### config.mk
export PLATFORM = sky130hd
export DESIGN_NAME = vec_entry_ctrl
export DESIGN_NICKNAME = d
export VERILOG_FILES = /design/src/rtl/vec_pkg.sv /design/src/rtl/vec_rd_port.sv /design/src/rtl/vec_decode.sv /design/src/rtl/vec_entry_ctrl.sv
export SDC_FILE = /design/constraint.sdc
export NUM_CORES = 1
export LEC_CHECK = 0
export BUFFER_PORTS_ARGS = -buffer_cell sky130_fd_sc_hd__buf_2
export CORE_MARGIN = 3
export CORE_UTILIZATION = 40
export CTS_CLUSTER_DIAMETER = 30
export DETAILED_ROUTE_END_ITERATION = 10
export PLACE_DENSITY = 0.78
export SKIP_CTS_REPAIR_TIMING = 1
export SKIP_LAST_GASP = 1
export SLEW_MARGIN = 25
export SYNTH_ARGS = -nofsm -noshare
export SYNTH_HDL_FRONTEND = slang
export SYNTH_HIERARCHICAL = 1
export SYNTH_SLANG_ARGS = --single-unit
### constraint.sdc
create_clock -name clk -period 2.5 [get_ports clk]
set_input_delay 0.5 -clock clk [delete_from_list [all_inputs] [get_ports clk]]
set_output_delay 0.5 -clock clk [all_outputs]
set_load 0.01 [all_outputs]
### src/rtl/vec_pkg.sv
package vec_pkg;

    typedef enum logic [2:0] {
        ST_FETCH_RESET = 3'd0,
        ST_UF_ESC      = 3'd1,
        ST_FETCH_HF    = 3'd2,
        ST_BRANCH      = 3'd3,
        ST_RUN         = 3'd4,
        ST_LOCKUP      = 3'd5
    } ctl_state_e;

    typedef enum logic [1:0] {
        CAUSE_NONE      = 2'd0,
        CAUSE_RST_STATE = 2'd1,
        CAUSE_HF_STATE  = 2'd2
    } fault_cause_e;

endpackage

### src/rtl/vec_rd_port.sv
module vec_rd_port #(
    parameter int unsigned          ADDR_W   = 32,
    parameter logic [ADDR_W-1:0]    TBL_BASE = '0,
    parameter int unsigned          RST_IDX  = 1,
    parameter int unsigned          HF_IDX   = 3
) (
    input  logic              want_rst,
    input  logic              want_hf,
    input  logic              rd_valid,
    output logic              rd_req,
    output logic [ADDR_W-1:0] rd_addr,
    output logic              rsp_take
);
    localparam int unsigned       WORD_BYTES = ADDR_W / 8;
    localparam logic [ADDR_W-1:0] RST_ADDR   = TBL_BASE + ADDR_W'(RST_IDX * WORD_BYTES);
    localparam logic [ADDR_W-1:0] HF_ADDR    = TBL_BASE + ADDR_W'(HF_IDX * WORD_BYTES);

    always_comb begin
        rd_req   = want_rst | want_hf;
        rd_addr  = want_hf ? HF_ADDR : RST_ADDR;
        rsp_take = rd_req & rd_valid;
    end
endmodule

### src/rtl/vec_decode.sv
module vec_decode #(
    parameter int unsigned ADDR_W = 32
) (
    input  logic [ADDR_W-1:0] entry,
    output logic [ADDR_W-1:0] target,
    output logic              compact_ok
);
    always_comb begin
        target     = {entry[ADDR_W-1:1], 1'b0};
        compact_ok = entry[0];
    end
endmodule

### src/rtl/vec_entry_ctrl.sv
module vec_entry_ctrl
    import vec_pkg::*;
#(
    parameter int unsigned       ADDR_W   = 32,
    parameter logic [ADDR_W-1:0] TBL_BASE = 32'h0000_0100,
    parameter int unsigned       RST_IDX  = 1,
    parameter int unsigned       HF_IDX   = 3
) (
    input  logic              clk,
    input  logic              rst_n,
    input  logic              reduced_mode,
    output logic              rd_req,
    output logic [ADDR_W-1:0] rd_addr,
    input  logic              rd_valid,
    input  logic [ADDR_W-1:0] rd_data,
    output logic [ADDR_W-1:0] fetch_pc,
    output logic              handler_vld,
    output logic [1:0]        fault_cause,
    output logic              lockup,
    output logic              lockup_sticky
);
    typedef struct packed {
        ctl_state_e        state;
        logic [ADDR_W-1:0] pc;
        logic              hv;
        fault_cause_e      cause;
        logic              sticky;
    } ctl_regs_t;

    ctl_regs_t r_q, r_d;

    logic              want_rst, want_hf, rsp_take;
    logic [ADDR_W-1:0] dec_target;
    logic              dec_ok;

    assign want_rst = (r_q.state == ST_FETCH_RESET);
    assign want_hf  = (r_q.state == ST_FETCH_HF);

    vec_rd_port #(
        .ADDR_W   (ADDR_W),
        .TBL_BASE (TBL_BASE),
        .RST_IDX  (RST_IDX),
        .HF_IDX   (HF_IDX)
    ) u_port (
        .want_rst (want_rst),
        .want_hf  (want_hf),
        .rd_valid (rd_valid),
        .rd_req   (rd_req),
        .rd_addr  (rd_addr),
        .rsp_take (rsp_take)
    );

    vec_decode #(
        .ADDR_W (ADDR_W)
    ) u_dec (
        .entry      (rd_data),
        .target     (dec_target),
        .compact_ok (dec_ok)
    );

    always_comb begin
        r_d    = r_q;
        r_d.hv = 1'b0;
        unique case (r_q.state)
            ST_FETCH_RESET: begin
                if (rsp_take) begin
                    if (dec_ok) begin
                        r_d.pc    = dec_target;
                        r_d.hv    = 1'b1;
                        r_d.state = ST_BRANCH;
                    end else begin
                        r_d.cause = CAUSE_RST_STATE;
                        r_d.state = reduced_mode ? ST_FETCH_HF : ST_UF_ESC;
                    end
                end
            end
            ST_UF_ESC: begin
                // usage fault is disabled after reset: escalate to hard fault
                r_d.state = ST_FETCH_HF;
            end
            ST_FETCH_HF: begin
                if (rsp_take) begin
                    if (dec_ok) begin
                        r_d.pc    = dec_target;
                        r_d.hv    = 1'b1;
                        r_d.state = ST_BRANCH;
                    end else begin
                        r_d.cause  = CAUSE_HF_STATE;
                        r_d.sticky = 1'b1;
                        r_d.state  = ST_LOCKUP;
                    end
                end
            end
            ST_BRANCH: r_d.state = ST_RUN;
            ST_RUN:    r_d.state = ST_RUN;
            ST_LOCKUP: r_d.state = ST_LOCKUP;
            default:   r_d.state = ST_LOCKUP;
        endcase
    end

    always_ff @(posedge clk or negedge rst_n) begin
        if (!rst_n) begin
            r_q.state  <= ST_FETCH_RESET;
            r_q.pc     <= '0;
            r_q.hv     <= 1'b0;
            r_q.cause  <= CAUSE_NONE;
            r_q.sticky <= 1'b0;
        end else begin
            r_q <= r_d;
        end
    end

    assign fetch_pc      = r_q.pc;
    assign handler_vld   = r_q.hv;
    assign fault_cause   = r_q.cause;
    assign lockup        = (r_q.state == ST_LOCKUP);
    assign lockup_sticky = r_q.sticky;

    p_req_hold_r2: assert property (@(posedge clk) disable iff (!rst_n)
        (rd_req && !rd_valid) |=> (rd_req && $stable(rd_addr)));

    p_strobe_pulse_r3: assert property (@(posedge clk) disable iff (!rst_n)
        handler_vld |=> !handler_vld);

    p_even_target_r3: assert property (@(posedge clk) disable iff (!rst_n)
        handler_vld |-> !fetch_pc[0]);

    p_no_req_locked_r7: assert property (@(posedge clk) disable iff (!rst_n)
        lockup |-> (!rd_req && !handler_vld && fault_cause == 2'd2));

    p_lock_hold_r8: assert property (@(posedge clk) disable iff (!rst_n)
        lockup_sticky |=> (lockup_sticky && lockup));

    p_cause_hold_r8: assert property (@(posedge clk) disable iff (!rst_n)
        (fault_cause != 2'd0) |=> (fault_cause != 2'd0));

endmodule

### After elaboration in Yosys (flattened, before gate mapping)

Cells that the tools add are included.

| storage, ports and cells | value |
|---|---|
| bits in registers | 39 |
| bits in latches | 0 |
| RAM bits | 0 |
| bits in read-only memories | 0 |
| input port bits | 36 |
| output and inout port bits | 70 |
| word-level logic and storage cells | 35 |
| memories kept | 0 |

| operators by class | value |
|---|---|
| $add $sub $neg | 0 |
| $mul | 0 |
| divide/modulo/power cells | 0 |
| magnitude comparators | 0 |
| equal/unequal tests | 9 |
| shift operators | 0 |
| muxes and demuxes | 11 |
| bitwise logic cells | 3 |
| reductions and logical operators | 7 |

Operators with widths:

| kind | number |
|---|---|
| one-hot mux 35 bit (2 select lines) | 1 |
| 2-to-1 mux 39 bit | 1 |
| 2-to-1 mux 38 bit | 1 |
| 2-to-1 mux 33 bit | 1 |
| one-hot mux 3 bit (4 select lines) | 1 |
| inequality test 2 bit (second input constant) | 4 |
| == test 3 x 2 -> 1 bit (second input constant) | 2 |
| == test 3 bit (second input constant) | 2 |
| 2-to-1 mux 2 bit | 3 |
| 2-to-1 mux 3 bit | 2 |
| AND reduction 3 bit | 2 |
| AND reduction 5 bit | 1 |
| 2-to-1 mux 4 bit | 1 |
| == test 3 x 1 -> 1 bit (second input constant) | 1 |
| logical NOT 3 bit | 1 |
| AND reduction 2 bit | 1 |
| nonzero test 2 bit | 1 |
| OR reduction 2 bit | 1 |
| bitwise AND 1 bit | 1 |
| inverter 1 bit | 1 |
| OR 1 bit | 1 |

### Longest topological paths before layout

Gate-level depths: netlist (run 1).

| depth | value |
|---|---|
| depth after elaboration | 5 |
| gate-level depth with buffers | 7 |
| depth with buffers taken out | 5 |

### Modules after synthesis

The synthesis (run 1) kept the hierarchy.

By module, submodules not included:

| module | instances | cells each | area each (µm²) | sequential area each (µm²) |
|---|---|---|---|---|
| vec_entry_ctrl | 1 | 134 | 1801.7 | 975.9 |
| vec_rd_port | 1 | 36 | 261.5 | 0.0 |
| vec_decode | 1 | 34 | 251.5 | 0.0 |

### Worst setup path after synthesis (run 1)

Ideal clock, no wire load.

| timing path | value |
|---|---|
| path type | flip-flop to flip-flop |
| start | register r_q[37] in the netlist's numbering |
| end | register r_q, in the netlist fetch_pc[0] |
| library setup time | 125 ps |
| arrival time | 1952 ps |
| required time | 2375 ps |
| path slack | 423 ps |
| cell stages (with the launch flop) | 8 |
| buffers on the path | 2 |
| clock period less this slack | 2077 ps |
| cells stage by stage | dfrtp_1 -> clkbuf_1 -> nor3b_1 -> o21a_1 -> nand2_1 -> nor3_4 -> buf_6 -> mux2_2 |

| on the way | value |
|---|---|
| cells in the longest elaborated chain, start to end | 5 |
| elaborated cells on any way between the ends | 9 |
| classes of those cells | eq/ne (3); mux (1); bitwise (2); reduce/logical (3) |

Ends and longest elaborated chain:

| what | RTL line | RTL |
|---|---|---|
| start, declared | vec_entry_ctrl.sv:30 | `ctl_regs_t r_q, r_d;` |
| start signal, assigned | vec_entry_ctrl.sv:109 | `r_q <= r_d;` |
| == test 3 x 2 -> 1 bit * | vec_entry_ctrl.sv:37 | `assign want_hf = (r_q.state == ST_FETCH_HF);` |
| via want_hf | vec_entry_ctrl.sv:32 | `logic want_rst, want_hf, rsp_take;` |
| OR 1 bit * | vec_rd_port.sv:19 | `rd_req = want_rst \| want_hf;` |
| bitwise AND 1 bit * | vec_rd_port.sv:21 | `rsp_take = rd_req & rd_valid;` |
| via rsp_take | vec_entry_ctrl.sv:32 |  |
| inequality test 2 bit (no source line) | n/a |  |
| AND reduction 3 bit (no source line) * | n/a |  |

The timed path passes the listed nets; every way through them passes the cells marked *.
A chain may end at the register's enable or synchronous reset.

### Worst setup path in the final report (run 1)

| timing path | value |
|---|---|
| start | register r_q[38] in the netlist's numbering |
| end | register r_q, in the netlist fetch_pc[1] |

| on the way | value |
|---|---|
| cells in the longest elaborated chain, start to end | 5 |
| elaborated cells on any way between the ends | 9 |
| classes of those cells | eq/ne (3); mux (1); bitwise (2); reduce/logical (3) |

Ends and longest elaborated chain:

| what | RTL line |
|---|---|
| == test 3 x 2 -> 1 bit or logical NOT 3 bit (tied branches) | vec_entry_ctrl.sv:37, vec_entry_ctrl.sv:36 |
| OR 1 bit * | vec_rd_port.sv:19 |
| bitwise AND 1 bit * | vec_rd_port.sv:21 |
| via rsp_take | vec_entry_ctrl.sv:32 |
| inequality test 2 bit (no source line) | n/a |
| AND reduction 3 bit (no source line) * | n/a |

Marked as above.

==> results.md, run 1 <==
- Maximum frequency from static timing analysis: 0.472 GHz
- Clock Tree Buf Depth: 2
- Wire length of the first global-routing pass: 4450 um
- Number of global-route vias before repair: 965
- Total congestion overflow: 0
- Setup CP Type: reg2reg
- Crit Path Max Fanout: 17
- Startpoint of the most critical setup path: r_q[38]$_DFFE_PN0P_
- Util after Layout: 0.401
- Count of maximum capacitance violations: 0
- Cts bufs inserted: 5
- Post-synthesis area per instance: 11.3 sq um
- Final estimated routing congestion in global placement: 0.665
- Number of setup violations in the final report: 0
- Iter 0 DRT Violations: 22
- Die width: 82.1 um
- Buffer cell driving the clock tree root: clkbuf_8
- Count of buffering cells on the critical path with inverters included: 1
- Share of the clock period used by the worst path: 0.847
- CTS H-Tree Depth: 2
- Worst reg2reg setup slack: 0.38 ns
- Routed WL per cell: 10.9 um
- Max-slew violation count: 0
- Number of antenna violations at the first check in global routing: 0
- Power after layout: 2.28 mW
- Pin count of the biggest net entering global routing: 40
- Top cell type by total area after synthesis: dfrtp_1
- Number of instances in the synthesized netlist: 204
- Final wirelength: 3100 um
- Fraction of final layout cells sized beyond drive strength 1: 0.557
- GR Util All Layers: 0.0895
- Termination of the worst setup path: fetch_pc[1]$_DFFE_PN0P_
- RSZ-0062 raised after global routing: no
- TritonCTS clock tree: yes
- Source of the worst register-to-register timing path: r_q[38]$_DFFE_PN0P_
- R2r endpoint: fetch_pc[1]$_DFFE_PN0P_
- Number of cells on the worst reg-to-reg path: 6
- Leading cell type in the layout, fill and taps excluded: buf_2
- Synthesis warning total: 6
- Maximum clock skew at final layout: 0.00567 ns
- Latest clock arrival within the worst-skew pair: 0.28 ns
- Port buffer count: 74
- Total power divided by cell area: 1020 mW/mm^2
- Portion of the post-synthesis area used by sequential elements: 0.422
- Worst ir drop on vdd: 0.000342 V
- Worst endpoint data arrival time: 2.28 ns
- Die outline area: 0.00674 sq mm
- Sequence of cells on the critical path: nor3b_1 > o21a_1 > nand2_1 > nor3_4 > buf_4 > mux2_2
- Clock sink count: 39
- Result of the run: complete, no violations
- Static leakage: 1.21 nW
- Number of top-level pins: 106
- CTS clk-pin slew, worst paths: 0.08 ns
- Via count: 1129
- Number of DRC violations after detailed routing: 0
- Share of the synthesized area in the top cell type: 0.422
- Slew of the pin with the lowest slew margin: 0.848 ns
- Sort of element at the start of the critical path: flop
- Total of flip-flops plus latches after synthesis: 39
- Top cell family by delay on the critical path: simple AND/OR/NAND/NOR gates
- Maximum single-stage delay on the critical path: 0.50 ns
- Antenna Cells: 0
- Type of destination of the critical path: flop
- Via-per-instance ratio: 3.98
- Num rows: 27
- Count of cell types in the netlist: 25
- Hold Vio Cnt, Final: 0
- Number of cells on the critical path: 6
- Final #Nets: 247
- Count of TritonRoute iterations in the first routing pass: 4
- Post-synthesis to final-layout area growth: -3.95%
- Hold WC Path Type: in2async
- DRT antenna net count: 0
- Starting utilization of the core area: 0.418
- Aggregate negative setup slack: 0 ns
- Shortest clock period the worst path allows after layout: 2.12 ns
- Die Y: 82.1 um
- Most frequent cells in the layout: buf_2, dfrtp_1, mux2_2, conb_1, clkbuf_8
- Critical Path Slowest Stage Cell: dfrtp_1
- Core area: 0.00554 sq mm
- Cell types with the largest area share after synthesis: dfrtp_1, buf_4, mux2_2, buf_6, mux2i_1
- Post-synthesis instance area: 0.00231 sq mm
- Headroom to the max-slew limit: 0.435
- Post-DP HPWL: 2330 um
- Data required time at the worst endpoint: 2.66 ns
-- state kept, by name, indices dropped and copies added, names as in the netlist --
name / cells
lockup_sticky: 1
r_q: 3
fetch_pc: 32
fault_cause: 2
handler_vld: 1
-- power breakdown --
part,internal (mW),switching (mW),leakage (nW)
Clock,0.323,0.212,0.0612
Combinational,0.379,0.334,0.652
Sequential,0.878,0.151,0.496
Total,1.58,0.697,1.21
-- worst min path at each step --
stage,end,slack (ns),cells after the start
finish,fetch_pc[21]$_DFFE_PN0P_,0.32,1
global route,fetch_pc[1]$_DFFE_PN0P_,0.39,1
CTS,fetch_pc[8]$_DFFE_PN0P_,0.35,1
detailed placement,lockup_sticky$_DFFE_PN0P_,0.45,1
global placement,lockup_sticky$_DFFE_PN0P_,0.46,1
floorplan,fault_cause[0]$_DFFE_PN0P_,0.20,0
-- area by class of cell --
| cell class | instances | area [sq um] |
|---|---|---|
| fill | 558 | 3320 |
| timing repair buffer | 76 | 385 |
| clock buffer | 6 | 82.6 |
| inverter | 2 | 7.51 |
| multi-input combinational | 87 | 647 |
| sequential | 39 | 976 |
| clock inverter | 2 | 35.0 |
| tap | 72 | 90.1 |
-- routing by layer --
layer | share of wire | vias up | GRT usage
li1 | - | 538 | -
met5 | 0 | - | 0
met3 | 0.11 | 4 | 0.0406
met1 | 0.40 | 522 | 0.105
met4 | 0.0074 | 0 | 0.0349
met2 | 0.48 | 65 | 0.142
-- kinds of logic after synthesis --
kind of cell | Yosys count | share of synthesized area
compound gates | 6 | 0.0168
buf+inv | 107 | 0.346
other cells | 3 | 0.00486
mux | 35 | 0.169
flops | 39 | 0.422
simple gates | 14 | 0.0416
-- per-stage QoR --
stage                     std cells  hold WS, ns  cell area, sq um  setup slack (ns)
after detailed placement        276        0.452              2110             0.389
after global routing            284        0.394              2220             0.221
after CTS                       284        0.345              2220             0.376
after floorplan                 233        0.204              2420             0.423
final                           284        0.323              2220             0.382
after global placement          276        0.464              2110             0.461
-- Yosys cell counts (all sizes together) --
master  instances
a21o            1
a21oi           2
buf           104
clkbuf          1
conb            3
dfrtp          39
inv             2
mux2           33
mux2i           2
nand2           2
nand2b          1
nor2            2
nor2b           1
nor3            3
nor3b           3
nor4b           1
o21a            1
o21ai           1
o22a            1
or2             1
Note: power is estimated with default switching activity, not from simulation.
==> inputs of run 2 (changes only) <==
Settings changed: PLACE_DENSITY 0.78 to 0.81.
Clock period 2.5 ns to 1.9 ns, I/O delays scaled along.
==> results.md, run 2 (synthesized netlist as in run 1, its figures left out) <==
- Sort of element at the start of the critical path: flop
- Data required time at the worst endpoint: 2.06 ns (-0.60 ns)
- Setup CP Type: reg2reg
- Sequential fraction of design power: 0.443 (-0.009)
- Area of all sequential standard cells: 977 sq um (+0.13%)
- Number of fill cells in the layout: 540 (-3.2%)
- Final wirelength: 3350 um (+7.8%)
- Shortest clock period the worst path allows after layout: 1.85 ns (-0.271 ns)
- Die outline area: 0.00674 sq mm (unchanged)
- Max-slew violation count: 0 (unchanged)
- Total power divided by cell area: 1250 mW/mm^2 (+23%)
- Number of antenna violations at the first check in global routing: 0 (unchanged)
- Leading cell type in the layout, fill and taps excluded: buf_2
- Post-synthesis to final-layout area growth: 2.92%
- Combinational group share of total power: 0.357 (+0.044)
- Iter 0 DRT Violations: 37 (+68%)
- Port buffer count: 74 (unchanged)
- Number of setup violations in the final report: 0 (unchanged)
- Static leakage: 1.30 nW (+7.2%)
- GR Util All Layers: 0.0958 (+0.00638)
- Num rows: 27 (unchanged)
- Most frequent cells in the layout: buf_2, dfrtp_1, mux2_2, conb_1, buf_4
- Number of global-route vias before repair: 1001 (+3.7%)
- CTS clk-pin slew, worst paths: 0.07 ns (about the same)
- Total met2 wirelength after detailed routing: 1660 um (+11%)
- Result of the run: complete, no violations
- Area taken by multi-input logic gates: 666 sq um (+2.9%)
- Met1 layer wirelength in the final routing: 1330 um (+7.4%)
- Util after Layout: 0.430 (+0.0287)
- Max reg flops: 32 (unchanged)
- Post-DP HPWL: 2610 um (+12%)
- TritonCTS clock tree: yes
- Aggregate negative setup slack: 0 ns (unchanged)
- Cts bufs inserted: 5 (unchanged)
- Sequence of cells on the critical path: nor3_2 > o21a_1 > nand2_2 > nor3_4 > buf_4 > clkbuf_16 > mux2_2
- Pin count of the biggest net entering global routing: 21 (-48%)
- Latest clock arrival within the worst-skew pair: 0.28 ns (about the same)
- Die width: 82.1 um (unchanged)
- CTS H-Tree Depth: 2 (unchanged)
- Count of maximum capacitance violations: 0 (unchanged)
- Count of TritonRoute iterations in the first routing pass: 2 (-2)
- Final worst hold slack: 0.0443 ns (-0.278 ns)
- Clock sink count: 39 (unchanged)
- DRT antenna net count: 0 (unchanged)
- Routed WL per cell: 11.3 um (+3.1%)
- Final estimated routing congestion in global placement: 0.692 (+3.9%)
- Hold WC Path Type: in2async
- Crit Path Max Fanout: 9 (-8)
- Internal power: 2.05 mW (+30%)
- RSZ-0062 raised after global routing: yes
- Worst endpoint data arrival time: 2.01 ns (-0.27 ns)
- Buffer cell driving the clock tree root: clkbuf_8
- Fraction of final layout cells sized beyond drive strength 1: 0.596 (+0.0390)
- Worst ir drop on vdd: 0.000390 V (+14%)
- Final #Nets: 260 (+5.3%)
- Maximum single-stage delay on the critical path: 0.44 ns (-0.06 ns)
- Clock Tree Buf Depth: 2 (unchanged)
- Antenna Cells: 0 (unchanged)
- Number of top-level pins: 106 (unchanged)
- Maximum clock skew at final layout: 0.00416 ns (-0.00151 ns)
- Maximum frequency from static timing analysis: 0.542 GHz (+15%)
- Top cell family by delay on the critical path: simple AND/OR/NAND/NOR gates
- Die Y: 82.1 um (unchanged)
- Via count: 1200 (+6.3%)
- Starting utilization of the core area: 0.418 (unchanged)
- Total congestion overflow: 0 (unchanged)
- Critical Path Slowest Stage Cell: dfrtp_2
- Number of DRC violations after detailed routing: 0 (unchanged)
- Type of destination of the critical path: flop
- Met3 layer wire length in the routed design: 320 um (-9.9%)
- Wire length of the first global-routing pass: 4750 um (+6.7%)
- Hold Vio Cnt, Final: 0 (unchanged)
- Via-per-instance ratio: 4.04 (+1.6%)
- Clock network fraction of total power: 0.200 (-0.035)
- Share of the clock period used by the worst path: 0.972 (+0.125)
- Core area: 0.00554 sq mm (unchanged)
- Proportion of total power due to net switching: 0.315 (+0.00895)
- Count of buffering cells on the critical path with inverters included: 2 (+1)
- Reported net switching power: 942 uW (+35%)
- Highest Signal Layer: met4
run 2: layout make-up:
type / count / area share
clock buffer: 8 / 0.0420
inverter: 2 / 0.00315
multi-input combinational: 87 / 0.279
sequential: 39 / 0.410
tap: 72 / 0.0378
timing repair buffer: 89 / 0.227
run 2: worst reg2reg max path, cell delays in order, from the launching register on:
cell and delay (ns):
dfrtp_2 0.44, nor3_2 0.21, o21a_1 0.20, nand2_2 0.07, nor3_4 0.19, buf_4 0.15, clkbuf_16 0.14, mux2_2 0.33
run 2: power groups by stage:
stage | Clock [mW] | Combinational [mW] | Sequential, mW
2_1_floorplan | 0 | 1.13 | 1.29
3_3_place_gp | 0 | 1.02 | 1.32
3_5_place_dp | 0 | 1.05 | 1.33
4_1_cts | 0.632 | 1.05 | 1.32
5_1_grt | 0.672 | 1.18 | 1.37
6_report | 0.599 | 1.07 | 1.32
run 2: final timing paths:
kind,startpoint,end,slack (ns),depth (start not counted)
setup / recovery,r_q[36]$_DFFE_PN0P_,fetch_pc[10]$_DFFE_PN0P_,0.05,7
hold / removal,rst_n,fetch_pc[5]$_DFFE_PN0P_,0.04,1
setup reg to reg,r_q[36]$_DFFE_PN0P_,fetch_pc[10]$_DFFE_PN0P_,0.05,7
hold reg to reg,lockup_sticky$_DFFE_PN0P_,lockup_sticky$_DFFE_PN0P_,0.46,1
max in group asynchronous,rst_n,fault_cause[1]$_DFFE_PN0P_,1.39,2
min in group clk,rd_data[2],fetch_pc[2]$_DFFE_PN0P_,0.31,2
run 2: stage by stage:
step / worst slack [ns] / std cells / cell area (sq um) / power [mW]
after detailed placement: 0.0877 / 282 / 2200 / 2.39
after global placement: 0.159 / 282 / 2200 / 2.34
final: 0.0533 / 297 / 2380 / 2.99
after CTS: 0.0708 / 290 / 2300 / 3.01
after floorplan: 0.00219 / 233 / 2430 / 2.42
after global routing: -0.0170 / 297 / 2380 / 3.22
run 2: per-layer routing:
layer  vias to the layer above  GRT usage
met5                         -          0
met4                         0     0.0349
met3                         6     0.0362
met2                        61      0.153
met1                       572      0.117
li1                        561          -
==> inputs of run 3 (changes only) <==
Settings changed: CORE_MARGIN 3 to 5, SETUP_SLACK_MARGIN set to 0.4.
==> results.md, run 3 (synthesized netlist as in run 1, its figures left out) <==
- Final wirelength: 3440 um (+2.7%)
- Iter 0 DRT Violations: 28 (-24%)
- Latest clock arrival within the worst-skew pair: 0.28 ns (about the same)
- Sequential fraction of design power: 0.453 (+0.010)
- DRT antenna net count: 0 (unchanged)
- Cts bufs inserted: 5 (unchanged)
- Final estimated routing congestion in global placement: 0.673 (-2.7%)
- Type of destination of the critical path: flop
- Shortest clock period the worst path allows after layout: 1.78 ns (-0.0637 ns)
- Max-slew violation count: 0 (unchanged)
- Core area: 0.00557 sq mm (+0.61%)
- Top cell family by delay on the critical path: simple AND/OR/NAND/NOR gates
- Clock Tree Buf Depth: 2 (unchanged)
- Count of buffering cells on the critical path with inverters included: 1 (-1)
- Sort of element at the start of the critical path: flop
- Number of top-level pins: 106 (unchanged)
- Worst ir drop on vdd: 0.000499 V (+28%)
- TritonCTS clock tree: yes
- Final #Nets: 257 (-1.2%)
- Internal power: 1.99 mW (-2.8%)
- Hold Vio Cnt, Final: 0 (unchanged)
- Antenna Cells: 0 (unchanged)
- Maximum clock skew at final layout: 0.00483 ns (+0.000673 ns)
- Starting utilization of the core area: 0.415 (-0.00253)
- CTS H-Tree Depth: 2 (unchanged)
- Routed WL per cell: 11.7 um (+3.8%)
- Share of the clock period used by the worst path: 0.938 (-0.0335)
- Pin count of the biggest net entering global routing: 21 (unchanged)
- Sequence of cells on the critical path: nor3b_4 > o21a_1 > nand2_2 > nor3_4 > buf_8 > mux2_2
- Maximum single-stage delay on the critical path: 0.44 ns (about the same)
- Reported net switching power: 947 uW (+0.51%)
- Source of the worst register-to-register timing path: r_q[38]$_DFFE_PN0P_
- Hold WC Path Type: in2async
- Wire length of the first global-routing pass: 5380 um (+13%)
- Data required time at the worst endpoint: 2.06 ns (about the same)
- Max reg flops: 32 (unchanged)
- Via count: 1206 (+0.50%)
- Number of setup violations in the final report: 0 (unchanged)
- Port buffer count: 74 (unchanged)
- Num rows: 27 (unchanged)
- Most frequent cells in the layout: buf_2, dfrtp_1, mux2_2, conb_1, buf_4
- Total congestion overflow: 0 (unchanged)
- Post-DP HPWL: 2670 um (+2.3%)
- GR Util All Layers: 0.0917 (-0.00413)
- Proportion of total power due to net switching: 0.322 (+0.00737)
- CTS clk-pin slew, worst paths: 0.07 ns (about the same)
- Die outline area: 0.00741 sq mm (+10%)
- Combinational group share of total power: 0.370 (+0.013)
- Setup Slack @ Placement: 0.0655 ns (-0.0222 ns)
- Worst endpoint data arrival time: 1.94 ns (-0.07 ns)
- Die Y: 86.1 um (+4.9%)
- Maximum frequency from static timing analysis: 0.561 GHz (+3.6%)
- Count of TritonRoute iterations in the first routing pass: 2 (unchanged)
- Min setup slack post-route: 0.117 ns (+0.0637 ns)
- Crit Path Max Fanout: 17 (+8)
- Leading cell type in the layout, fill and taps excluded: buf_2
- Number of global-route vias before repair: 1211 (+21%)
- Via-per-instance ratio: 4.10 (+1.5%)
- Count of maximum capacitance violations: 0 (unchanged)
- Util after Layout: 0.419 (-0.0114)
- Clock sink count: 39 (unchanged)
- Number of antenna violations at the first check in global routing: 0 (unchanged)
- Power after layout: 2.94 mW (-1.8%)
- Critical Path Slowest Stage Cell: dfrtp_2
- RSZ-0062 raised after global routing: yes
- Clock network fraction of total power: 0.177 (-0.023)
- Static leakage: 1.27 nW (-2.1%)
- Post-synthesis to final-layout area growth: 0.811%
- Number of DRC violations after detailed routing: 0 (unchanged)
- Startpoint of the most critical setup path: r_q[38]$_DFFE_PN0P_
- Die width: 86.1 um (+4.9%)
- Buffer cell driving the clock tree root: clkbuf_8
- Aggregate negative setup slack: 0 ns (unchanged)
- Total power divided by cell area: 1260 mW/mm^2 (+0.27%)
- Setup CP Type: reg2reg
- Result of the run: complete, no violations
- Fraction of final layout cells sized beyond drive strength 1: 0.595 (-0.000961)
[run 3: power by group through the flow]
stage	clock, mW	sequential [mW]	combinational (mW)
after global placement	0	1.32	1.04
after global routing	0.589	1.38	1.19
after detailed placement	0	1.33	1.06
after CTS	0.557	1.32	1.06
after floorplan	0	1.29	1.16
final	0.520	1.33	1.09
[run 3: layout make-up]
class                   count  area (sq um)
fillers                   545          3240
flip-flops and latches     39           978
multi-input cells          87           674
repair buffers             86           502
well taps                  72          90.1
clock buffers               7          76.3
inverters                   2          7.51
clock inverters             1          5.00
[run 3: worst reg2reg max path, stage by stage, from the launching register on]
cell and delay [ns]:
dfrtp_2 0.44, nor3b_4 0.21, o21a_1 0.20, nand2_2 0.07
nor3_4 0.17, buf_8 0.20, mux2_2 0.36
[run 3: final timing paths]
kind | slack (ns) | to | cells past startpoint
setup reg to reg | 0.12 | fetch_pc[5]$_DFFE_PN0P_ | 6
setup / recovery | 0.12 | fetch_pc[5]$_DFFE_PN0P_ | 6
min in group clk | 0.33 | fetch_pc[7]$_DFFE_PN0P_ | 2
hold / removal | 0.04 | fetch_pc[6]$_DFFE_PN0P_ | 1
hold reg to reg | 0.45 | lockup_sticky$_DFFE_PN0P_ | 1
max in group asynchronous | 1.39 | r_q[38]$_DFFE_PN0P_ | 2
[run 3: per-stage QoR]
stage	instances	instance area, sq um	hold WS (ns)
final	294	2330	0.0393
after global routing	294	2330	0.0664
after CTS	290	2260	0.0436
after detailed placement	282	2180	0.359
after global placement	282	2180	0.362
after floorplan	233	2450	0.0844
[run 3: routing by layer]
layer	vias up	routed length, um	global-route usage
li1	560	-	-
met1	573	1300	0.106
met2	69	1660	0.148
met3	4	454	0.0451
met4	0	26	0.0302
met5	-	0	0
